<file path="src/rtl/crr_pkg.sv">
package crr_pkg;
  // Longest chain of lane-wise additions before a resolution pass is required.
  parameter int unsigned CRR_MAX_ADDS = 14;

  // Smallest field width able to hold a count plus one extra carry.
  function automatic int unsigned crr_min_cw(input int unsigned max_adds);
    int unsigned w;
    w = 1;
    while ((1 << w) <= max_adds + 1) w++;
    return w;
  endfunction
endpackage

</file>
<file path="src/rtl/crr_lane.sv">
module crr_lane #(
  parameter int unsigned CW = 4
) (
  input  logic [CW-1:0] arrive,
  input  logic [CW-1:0] cnt,
  input  logic [CW-1:0] lim,
  output logic [CW-1:0] res
);
  logic over;

  always_comb begin
    over = (arrive > lim);
    res  = cnt + {{(CW-1){1'b0}}, over};
  end
endmodule

</file>
<file path="src/rtl/crr_chain.sv">
module crr_chain #(
  parameter int unsigned LANES = 4,
  parameter int unsigned CW    = 4
) (
  input  logic [LANES*CW-1:0]     cnt,
  input  logic [LANES*CW-1:0]     lim,
  input  logic [CW-1:0]           cin,
  output logic [(LANES+1)*CW-1:0] elems
);
  // elems holds LANES+1 values: cin at index 0, lane i result at index i+1.
  assign elems[CW-1:0] = cin;

  for (genvar i = 0; i < LANES; i++) begin : g_lane
    crr_lane #(.CW(CW)) u_lane (
      .arrive (elems[i*CW +: CW]),
      .cnt    (cnt[i*CW +: CW]),
      .lim    (lim[i*CW +: CW]),
      .res    (elems[(i+1)*CW +: CW])
    );
  end
endmodule

</file>
<file path="src/rtl/crr_outreg.sv">
module crr_outreg #(
  parameter int unsigned W = 8
) (
  input  logic         clk,
  input  logic         rst_n,
  input  logic         in_valid,
  output logic         in_ready,
  input  logic [W-1:0] in_data,
  output logic         out_valid,
  input  logic         out_ready,
  output logic [W-1:0] out_data
);
  assign in_ready = !out_valid || out_ready;

  always_ff @(posedge clk) begin
    if (!rst_n) begin
      out_valid <= 1'b0;
      out_data  <= '0;
    end else if (in_valid && in_ready) begin
      out_valid <= 1'b1;
      out_data  <= in_data;
    end else if (out_ready) begin
      out_valid <= 1'b0;
    end
  end
endmodule

</file>
<file path="src/rtl/carry_resolve.sv">
module carry_resolve
  import crr_pkg::*;
#(
  parameter int unsigned LANES  = 4,
  parameter int unsigned CW     = crr_min_cw(CRR_MAX_ADDS),
  parameter int unsigned LANE_W = 8
) (
  input  logic                    clk,
  input  logic                    rst_n,
  input  logic                    s_valid,
  output logic                    s_ready,
  input  logic [LANES*CW-1:0]     s_cnt,
  input  logic [LANES*CW-1:0]     s_lim,
  input  logic [CW-1:0]           s_cin,
  output logic                    m_valid,
  input  logic                    m_ready,
  output logic [LANES*LANE_W-1:0] m_corr,
  output logic [CW-1:0]           m_cout
);
  localparam int unsigned PAD   = LANE_W - CW;
  localparam int unsigned OUT_W = LANES * LANE_W + CW;

  logic [(LANES+1)*CW-1:0] elems;
  logic [LANES*LANE_W-1:0] corr_c;
  logic [OUT_W-1:0]        out_q;

  crr_chain #(.LANES(LANES), .CW(CW)) u_chain (
    .cnt   (s_cnt),
    .lim   (s_lim),
    .cin   (s_cin),
    .elems (elems)
  );

  for (genvar i = 0; i < LANES; i++) begin : g_ext
    if (PAD > 0) begin : g_pad
      assign corr_c[i*LANE_W +: LANE_W] = {{PAD{1'b0}}, elems[i*CW +: CW]};
    end else begin : g_nopad
      assign corr_c[i*LANE_W +: LANE_W] = elems[i*CW +: LANE_W];
    end
  end

  crr_outreg #(.W(OUT_W)) u_out (
    .clk       (clk),
    .rst_n     (rst_n),
    .in_valid  (s_valid),
    .in_ready  (s_ready),
    .in_data   ({elems[LANES*CW +: CW], corr_c}),
    .out_valid (m_valid),
    .out_ready (m_ready),
    .out_data  (out_q)
  );

  assign m_corr = out_q[LANES*LANE_W-1:0];
  assign m_cout = out_q[OUT_W-1 -: CW];
endmodule

</file>
<file path="config.mk">
export PLATFORM = sky130hd
export DESIGN_NAME = carry_resolve
export DESIGN_NICKNAME = d
export VERILOG_FILES = /design/src/rtl/crr_pkg.sv /design/src/rtl/crr_lane.sv /design/src/rtl/crr_chain.sv /design/src/rtl/crr_outreg.sv /design/src/rtl/carry_resolve.sv
export SDC_FILE = /design/constraint.sdc
export NUM_CORES = 1
export LEC_CHECK = 0
export BUFFER_PORTS_ARGS = -buffer_cell sky130_fd_sc_hd__buf_2
export CAP_MARGIN = 10
export CORE_UTILIZATION = 46
export CTS_CLUSTER_SIZE = 12
export DETAILED_ROUTE_END_ITERATION = 7
export GPL_TIMING_DRIVEN = 0
export MAX_ROUTING_LAYER = met4
export PLACE_DENSITY = 0.79
export SLEW_MARGIN = 20
export SYNTH_ARGS = -nofsm -noshare
export SYNTH_HDL_FRONTEND = slang
export SYNTH_SLANG_ARGS = --single-unit
</file>
<file path="constraint.sdc">
create_clock -name clk -period 6.45 [get_ports clk]
set_input_delay 0 -clock clk [delete_from_list [all_inputs] [get_ports clk]]
set_output_delay 0 -clock clk [all_outputs]
set_load 0.05 [all_outputs]
</file>
==> metrics.md, run 1 <==
| Metric | Value |
|---|---|
| Final setup fails | `0` |
| Post-synth top area share | `about a quarter` |
| Number of enable flip-flop cells after synthesis | `0` |
| Clk_lat worst skew | `around 0.31 ns` |
| Fin nets | `334` |
| Routed WL per cell | `between 10 and 15 um` |
| Gr usage total | `between 10% and 20%` |
| Slew Limit Fails | `0` |
| Share of cells above drive strength 1 | `39.4%` |
| Num CTS Buffers | `3` |
| Mapped Cells | `between 150 and 200` |
| Io pins | `78` |
| Post-DRT Antenna Nets | `0` |
| Synth Warn # | `0` |
| Storage element area | `420 um2` |
| Final wirelength | `roughly 3.4 mm` |
| Initial DRT Pass Iterations | `4` |
| Final HPWL DP | `about 2.7 mm` |
| Arrival @ worst endpoint | `5.70 ns` |
| Initial Utilization | `48.0%` |
| Status | `completed` |
| WP data required | `between 6 and 7 ns` |
| Htree depth | `1` |
| Most common flop cell mapped by yosys | `dfxtp_1` |
| Top cells by area, synth | `dfxtp_1, ha_1, buf_4` |
| Max FO, Critical Path | `2` |
| Clk sinks | `21` |
| Die extent in x | `roughly 60 um` |
| Pleak | `~0.0011 uW` |
| Total power | `around 400 uW` |
| CTS Buffer Depth | `2` |
| Area growth from synthesis to layout | `31.6%` |
| FF-to-FF setup slack | `around 5.3 ns` |
| Async SR Flop Fraction | `0%` |
| RePlAce Congestion | `just under 0.8` |
| Avg Cell Area, Syn | `roughly 8.8 um2` |
| Number of synthesized register bits | `21` |
| Endpoints failing hold | `0` |
| Vias | `1,468` |
| GRT overflow | `0` |
| First-pass GRT wire length | `between 5 and 6 mm` |
| Largest net degree at the start of global routing | `12` |
| Clock Skews | `about 0.0059 ns` |
| Vias in the first global route | `roughly 1,300` |
| Hold Crit Class | `in2reg` |
| # diodes | `0` |
| Fill cells | `299` |
| Clk root buf | `clkbuf_4` |
| Vias/cell | `~4.7` |
| Port bufs | `61` |
| CP Capture Type | `flop` |
| Synth top cells by count | `ha_1, a21oi_1, dfxtp_1, buf_4, inv_1` |
| Final cell count without fillers | `about 320` |
| Largest stage delay, worst path | `around 0.53 ns` |
| Power density cells | `between 150 and 200 mW/mm2` |
| Crit-path most repeated cell | `ha_1` |
| Max_cap viols | `0` |
| Post-synthesis sequential area ratio | `26.3%` |
| Floorplan row count | `21` |
| Slowest-stage cell, CP | `dlygate4sd3_1` |
| Most common cell in the netlist | `ha_1` |
| Antenna violations before repair | `0` |
| Minimum clock period | `5.45 ns` |
| CTS tree | `yes` |
| # DRC | `0` |
| Yosys top cell by area | `dfxtp_1` |
| Crit share post-route | `84.6%` |
| Clock-pin slew on the worst setup and hold paths | `0.11 ns` |
| Die Area | `around 0.0037 mm2` |
| Placed Cells | `305` |
| First DRT Iteration DRCs | `20` |
| Netlist Area Pre-Place | `around 0.0016 mm2` |
| Die Y | `about 61 um` |
| Peak supply drop | `roughly 140 uV` |
| RSZ-0062 raised after global routing | `false` |
| CP Class | `in2reg` |
| Synth cell types | `28` |
| CP Launch Type | `input port` |
| Fmax | `~0.18 GHz` |
| Core region area | `between 0.003 and 0.004 mm2` |
| Area of the multi-input gates | `952 um2` |
| Final TNS setup | `0 ns` |
## registers in the layout (all words and copies together) (netlist names)
| register | cells |
|---|---|
| u_out.out_data | 20 |
| u_out.out_valid | 1 |
## power by group
part	internal (uW)	switching, uW	total, uW	leakage, uW
Sequential	141	6.23	147	0.000174
Clock	24.2	39.9	64.1	0.0000150
Combinational	68.2	121	189	0.000949
## per-stage QoR
| step | worst slack [ns] | util (%) | hold slack, ns | instance area (um2) |
|---|---|---|---|---|
| 3_3_place_gp | 1.25 | 60.6 | 0.269 | 2020 |
| 4_1_cts | 0.989 | 63.1 | 0.000102 | 2110 |
| 6_report | 0.995 | 63.1 | 0.00776 | 2110 |
| 2_1_floorplan | 1.64 | - | 0.131 | 1660 |
| 3_5_place_dp | 1.21 | 60.6 | 0.270 | 2020 |
| 5_1_grt | 0.557 | 63.1 | 0.0511 | 2110 |
## repair_timing
item	CTS	global route
hold buffers	6	0
endpoints found under the hold margin	8	0
buffers inserted	0	0
resized for setup	0	0
## kinds of logic after synthesis
| group | Yosys count | share of synthesized area, % |
|---|---|---|
| other cells | 1 | 0.234 |
| xor+xnor | 8 | 4.37 |
| buf+inv | 46 | 17.8 |
| compound gates | 50 | 19.5 |
| fa+ha+maj | 24 | 18.8 |
| flops | 21 | 26.2 |
| simple gates | 33 | 13.1 |
## worst max-delay path: cells and delay by family
family          cells  cell delay (ns)
simple gates        4             0.50
fa+ha+maj          11             2.64
compound gates      9             1.24
xor+xnor            3             0.63
buf+inv             2             0.66
## routing by layer
layer / GRT usage (%) / share of wire (%)
met1: 20.9 / 43
met2: 37.8 / 51
met3: 4.48 / 6.3
met4: 2.92 / 0
met5: - / 0
## placed cells by master, fill, tap and decap left out, types with 2 or more instances in the layout
master	n
nor3_2	6
dfxtp_1	21
nor2_1	3
xnor2_1	4
a211oi_1	2
inv_1	18
buf_4	18
o21ai_0	9
xor2_1	4
ha_1	24
inv_2	3
a21o_1	3
nand3_1	17
buf_2	64
buf_6	2
nand4_1	2
dlygate4sd3_1	6
conb_1	16
o311a_1	3
o21ai_2	7
nor2b_1	3
clkbuf_4	3
a21oi_1	23
## worst paths after layout
path | endpoint | from | cells past startpoint
max reg2reg | u_out.out_data[11] | u_out.out_valid | 5
max | u_out.out_data[35] | s_cin[1] | 29
min reg2reg | u_out.out_data[17] | u_out.out_data[17] | 2
min | u_out.out_data[35] | s_cnt[15] | 3
## cell type report
type	count	area share, %
Buffer	25	9.80
Sequential cell	21	20.0
Timing Repair Buffer	67	17.3
Inverter	21	3.74
Tap cell	46	2.73
Clock buffer	4	1.25
Multi-Input combinational cell	131	45.2
Note: power is estimated with default switching activity, not from simulation.
==> run 2, diff against run 1 <==
clock period = 5.4 ns   (was 6.45 ns; I/O delays follow)
==> run 2 against run 1 <==
Against the previous run:
- setup slack got worse by 0.77 ns
- critical path depth is the same
- the run now ends with negative hold slack left
- critical path type unchanged
- highest routed layer is now met4
- clock skew increased by 0.0018 ns
==> metrics.md, run 2 (synthesized netlist as in run 1, its figures left out) <==
| Metric | Value |
|---|---|
| Initial DRT Pass Iterations | `4` |
| CTS tree | `yes` |
| Largest net degree at the start of global routing | `12` |
| Clock Skews | `between 0.007 and 0.008 ns` |
| # DRC | `0` |
| Power density cells | `around 220 mW/mm2` |
| Fin nets | `337` |
| Peak supply drop | `~170 uV` |
| # diodes | `0` |
| Most flop-heavy register | `u_out.out_data` |
| Slowest-stage cell, CP | `dlygate4sd3_1` |
| Clk_lat worst skew | `a little over 0.3 ns` |
| Fill cells | `approximately 290` |
| Core region area | `approximately 0.0033 mm2` |
| Die Area | `0.00372 mm2` |
| Share of cells above drive strength 1 | `around half` |
| CP Class | `in2reg` |
| Final wirelength | `around 3.7 mm` |
| Initial Utilization | `between 40% and 50%` |
| Vias/cell | `~4.8` |
| First-pass GRT wire length | `5.25 mm` |
| Port bufs | `61` |
| Max FO, Critical Path | `2` |
| Worst Hold Slack | `-0.00179 ns` |
| Placed Cells | `approximately 310` |
| Violated checks | `negative hold slack` |
| Largest regs | `u_out.out_data (20), u_out.out_valid (1)` |
| Final core occ | `about 70%` |
| Hold Crit Class | `in2reg` |
| Endpoints failing hold | `1` |
| WP data required | `about 5.7 ns` |
| Finished Cell Area | `0.00230 mm2` |
| Io pins | `approximately 80` |
| Total power | `between 500 and 600 uW` |
| CP Launch Type | `input port` |
| Antenna violations before repair | `0` |
| Htree depth | `1` |
| GRT overflow | `0` |
| Clock-pin slew on the worst setup and hold paths | `between 0.1 and 0.15 ns` |
| CTS Buffer Depth | `2` |
| Gr usage total | `19.8%` |
| Final setup fails | `0` |
| Minimum clock period | `a little over 5 ns` |
| Fmax | `0.193 GHz` |
| Placed inst area | `around 0.002 mm2` |
| Commonest non-fill, non-tap cell in the layout | `buf_2` |
| Vias | `approximately 1,500` |
| Max_cap viols | `0` |
| Post-DRT Antenna Nets | `0` |
| Die extent in x | `about 61 um` |
| CP Capture Type | `flop` |
| Routed WL per cell | `11.5 um` |
| RePlAce Congestion | `a little under 0.8` |
| Floorplan row count | `21` |
| Vias in the first global route | `around 1,300` |
| Arrival @ worst endpoint | `~5.4 ns` |
| Area growth from synthesis to layout | `43.4%` |
| Pleak | `around 0.0012 uW` |
| Area of the multi-input gates | `between 0.001 and 0.0015 mm2` |
| Max reg flops | `20` |
| Die Y | `between 60 and 70 um` |
| Storage element area | `about 420 um2` |
| First DRT Iteration DRCs | `25` |
| Final cell count without fillers | `318` |
| Commonest cells after routing, fill and taps aside | `buf_2, buf_4, dfxtp_1, a21oi_1, inv_1` |
| Status | `finished with violations` |
| Clk root buf | `clkbuf_4` |
| Num CTS Buffers | `3` |
| Slew Limit Fails | `0` |
| Crit share post-route | `roughly 96%` |
| Largest stage delay, worst path | `0.55 ns` |
| Final HPWL DP | `between 2 and 3 mm` |
| Final TNS setup | `0 ns` |
| Clk sinks | `21` |
[run 2: changes by cell type in the layout (fill, tap and decap cells not counted), sizes merged]
cell,delta
buf,+3
[run 2: layer usage]
metal	vias up	wire length, um	track usage [%]
met5	-	0	-
met4	0	14	2.92
met3	3	181	4.48
met2	44	1920	37.7
met1	678	1540	21.1
li1	790	-	-
[run 2: repair_timing]
action                                  CTS  global route
buffers inserted                          0             3
endpoints found under the hold margin     8             0
gates resized for setup                   0            28
hold buffers                              6             0
endpoints found under the setup margin    0             4
[run 2: final cells by class]
type,count,area share (%)
repair buffers,70,16.9
inverters,21,3.43
multi-input cells,131,48.7
flip-flops and latches,21,18.3
clock buffers,4,1.14
well taps,46,2.51
plain buffers,25,8.99
[run 2: critical path: cells and delay by family]
family	cells	cell delay, ns
adders and majority gates	12	2.87
AOI/OAI and AO/OA	10	1.31
buffers and inverters	2	0.69
and+or+nand+nor	4	0.40
xor gates and xnor gates	1	0.15
[run 2: worst paths after layout]
path / slack, ns / depth (start not counted) / startpoint / end
worst min register to register: 0.47 / 2 / u_out.out_data[17] / u_out.out_data[17]
worst max register to register: 4.28 / 5 / u_out.out_valid / u_out.out_data[11]
worst min-delay path: -0.002 / 3 / s_cnt[15] / u_out.out_data[35]
worst max-delay path: 0.22 / 29 / s_cin[2] / u_out.out_data[33]
[run 2: where the power goes]
group / total, uW / internal (uW) / switching, uW
combinational: 258 / 99.8 / 158
sequential: 176 / 169 / 7.65
clock: 76.7 / 28.9 / 47.8
[run 2: metrics by stage]
step | hold WS, ns | setup WS [ns]
2_1_floorplan | 0.131 | 0.595
3_3_place_gp | 0.269 | 0.200
3_5_place_dp | 0.270 | 0.161
4_1_cts | 0.000102 | 0.0453
5_1_grt | 0.0518 | -0.0525
6_report | -0.00179 | 0.223
==> run 3, diff against run 2 <==
GPL_TIMING_DRIVEN = 1   (was 0)
==> run 3 against run 2 <==
Against the previous run:
- register-to-register slack got worse by 0.60 ns
- non-clock buffer count is 26 lower
- sequential share of layout area increased by 1.7 points
- critical path depth up 2
- setup slack worse by 0.016 ns
- largest power group unchanged
- combinational power decreased by 5%
- the run now ends clean
- die area unchanged
- final area fell by 8.5%
- largest cell class unchanged
- power decreased by 3.1%
==> metrics.md, run 3 (synthesized netlist as in run 1, its figures left out) <==
| Metric | Value |
|---|---|
| Die extent in x | `about 61 um` |
| Clk root buf | `clkbuf_4` |
| Power density cells | `around 240 mW/mm2` |
| Slew @ Worst Pin | `slightly above 0.6 ns` |
| Fmax | `0.193 GHz` |
| CP Capture Type | `flop` |
| Vias in the first global route | `around 1,200` |
| Vias | `1,468` |
| Clk sinks | `21` |
| Reg2reg start | `u_out.out_valid` |
| CP Launch Type | `input port` |
| Most flop-heavy register | `u_out.out_data` |
| Port bufs | `just over 60` |
| Die Y | `about 60 um` |
| Core region area | `between 0.003 and 0.004 mm2` |
| Area growth from synthesis to layout | `31.2%` |
| Share of cells above drive strength 1 | `a little under half` |
| Floorplan row count | `21` |
| RePlAce Congestion | `approximately 0.84` |
| Crit share post-route | `96.2%` |
| Pleak | `~0.0010 uW` |
| Gr usage total | `around a fifth` |
| Largest regs | `u_out.out_data (20), u_out.out_valid (1)` |
| Largest net degree at the start of global routing | `23` |
| Status | `completed` |
| First-pass GRT wire length | `5.13 mm` |
| Commonest non-fill, non-tap cell in the layout | `buf_2` |
| CP Class | `in2reg` |
| Worst Hold End | `u_out.out_data[35]` |
| Total power | `495 uW` |
| Antenna violations before repair | `0` |
| Area of the multi-input gates | `between 0.001 and 0.0015 mm2` |
| Gate power share | `49.5%` |
| Final wirelength | `approximately 3.8 mm` |
| Clock-pin slew on the worst setup and hold paths | `~0.12 ns` |
| Max FO, Critical Path | `2` |
| Peak supply drop | `127 uV` |
| Endpoints failing hold | `0` |
| FF-to-FF setup slack | `3.68 ns` |
| Final setup fails | `0` |
| Placed Cells | `280` |
| Commonest cells after routing, fill and taps aside | `buf_2, dfxtp_1, a21oi_1, inv_1, conb_1` |
| Fill cells | `291` |
| Clock power share | `about 15%` |
| Clk_lat worst skew | `roughly 0.3 ns` |
| Arrival @ worst endpoint | `between 5 and 6 ns` |
| Final cell count without fillers | `292` |
| Max reg flops | `20` |
| Clock Skews | `0.00245 ns` |
| First DRT Iteration DRCs | `77` |
| Slowest-stage cell, CP | `dlygate4sd3_1` |
| Setup ws final | `0.207 ns` |
| Final core occ | `between 60% and 70%` |
| Hold Crit Class | `in2reg` |
| Max_slew headroom | `around three fifths` |
| Net Switching | `around 210 uW` |
| Minimum clock period | `5.19 ns` |
| CTS tree | `yes` |
| Slew Limit Fails | `0` |
| # diodes | `0` |
| Routed WL per cell | `~13 um` |
| Htree depth | `1` |
| Max_cap viols | `0` |
| Int Pwr | `about 280 uW` |
| Pre-CTS setup slack | `between 0.15 and 0.2 ns` |
| Num CTS Buffers | `3` |
| GRT overflow | `0` |
| Number of cells on the worst hold path | `3` |
| Fin nets | `around 310` |
| Io pins | `78` |
| CTS Buffer Depth | `2` |
| Initial Utilization | `between 40% and 50%` |
| # DRC | `0` |
| Die Area | `0.00372 mm2` |
| Reg2reg end | `u_out.out_data[27]` |
| Switching Share | `a little over two fifths` |
| Vias/cell | `about 5.0` |
| HP Start | `s_cnt[15]` |
| Final HPWL DP | `between 2 and 2.5 mm` |
| Reg power frac | `between 30% and 40%` |
| R2R cell count | `4` |
| Post-DRT Antenna Nets | `0` |
| Worst Hold Slack | `0.0184 ns` |
| RSZ-0062 raised after global routing | `true` |
| Largest stage delay, worst path | `0.51 ns` |
| Storage element area | `roughly 420 um2` |
| Initial DRT Pass Iterations | `4` |
| WP data required | `~5.6 ns` |
-- run 3: cell count changes in the layout (fill, tap and decap cells not counted), sizes merged --
cell    change
clkinv      +1
clkbuf      -2
buf        -25
-- run 3: how the worst max path moves through the flow --
stage / startpoint / endpoint / slack [ns] / cells past startpoint
after floorplan: s_lim[1] / u_out.out_data[34] / 0.59 / 28
final: s_cin[0] / u_out.out_data[33] / 0.21 / 31
after global placement: s_lim[1] / u_out.out_data[34] / 0.25 / 29
after CTS: s_cin[3] / u_out.out_data[34] / 0.06 / 28
after global routing: s_cin[0] / u_out.out_data[35] / -0.15 / 31
after detailed placement: s_lim[1] / u_out.out_data[34] / 0.16 / 29
-- run 3: metal layers --
layer	global-route usage [%]	vias up	wire [um]
met5	-	-	0
met3	4.26	6	166
met1	21.6	675	1580
li1	-	736	-
met2	33.8	51	1990
met4	4.87	0	29
-- run 3: power by group through the flow --
stage	Sequential (uW)	Combinational [uW]	Clock [uW]
2_1_floorplan	226	125	0
3_3_place_gp	179	205	0
3_5_place_dp	179	208	0
4_1_cts	176	212	80.3
5_1_grt	178	267	88.8
6_report	176	245	74.4
-- run 3: critical path, delay by kind of cell --
| family | cells | cell delay, ns |
|---|---|---|
| compound gates | 10 | 1.27 |
| buf+inv | 3 | 0.65 |
| simple gates | 5 | 0.50 |
| xor+xnor | 2 | 0.37 |
| fa+ha+maj | 11 | 2.61 |
-- run 3: area by class of cell --
type / instances / area share [%]
Tap cell: 46 / 2.74
Inverter: 21 / 3.75
Sequential cell: 21 / 20.0
Timing Repair Buffer: 69 / 18.1
Multi-Input combinational cell: 131 / 54.1
Clock buffer: 3 / 1.07
Clock inverter: 1 / 0.238
-- run 3: repair_timing --
| action | 4_1_cts | 5_1_grt |
|---|---|---|
| buffers inserted | 0 | 2 |
| hold buffers | 6 | 0 |
| resized for setup | 0 | 33 |
| endpoints found under the setup margin | 0 | 4 |
| hold endpoints to repair | 8 | 0 |
-- run 3: stage by stage --
stage               cell area [um2]  TNS, ns
finish                         2100        0
CTS                            1900        0
floorplan                      1660        0
global placement               1810        0
detailed placement             1810        0
global route                   2100   -0.304
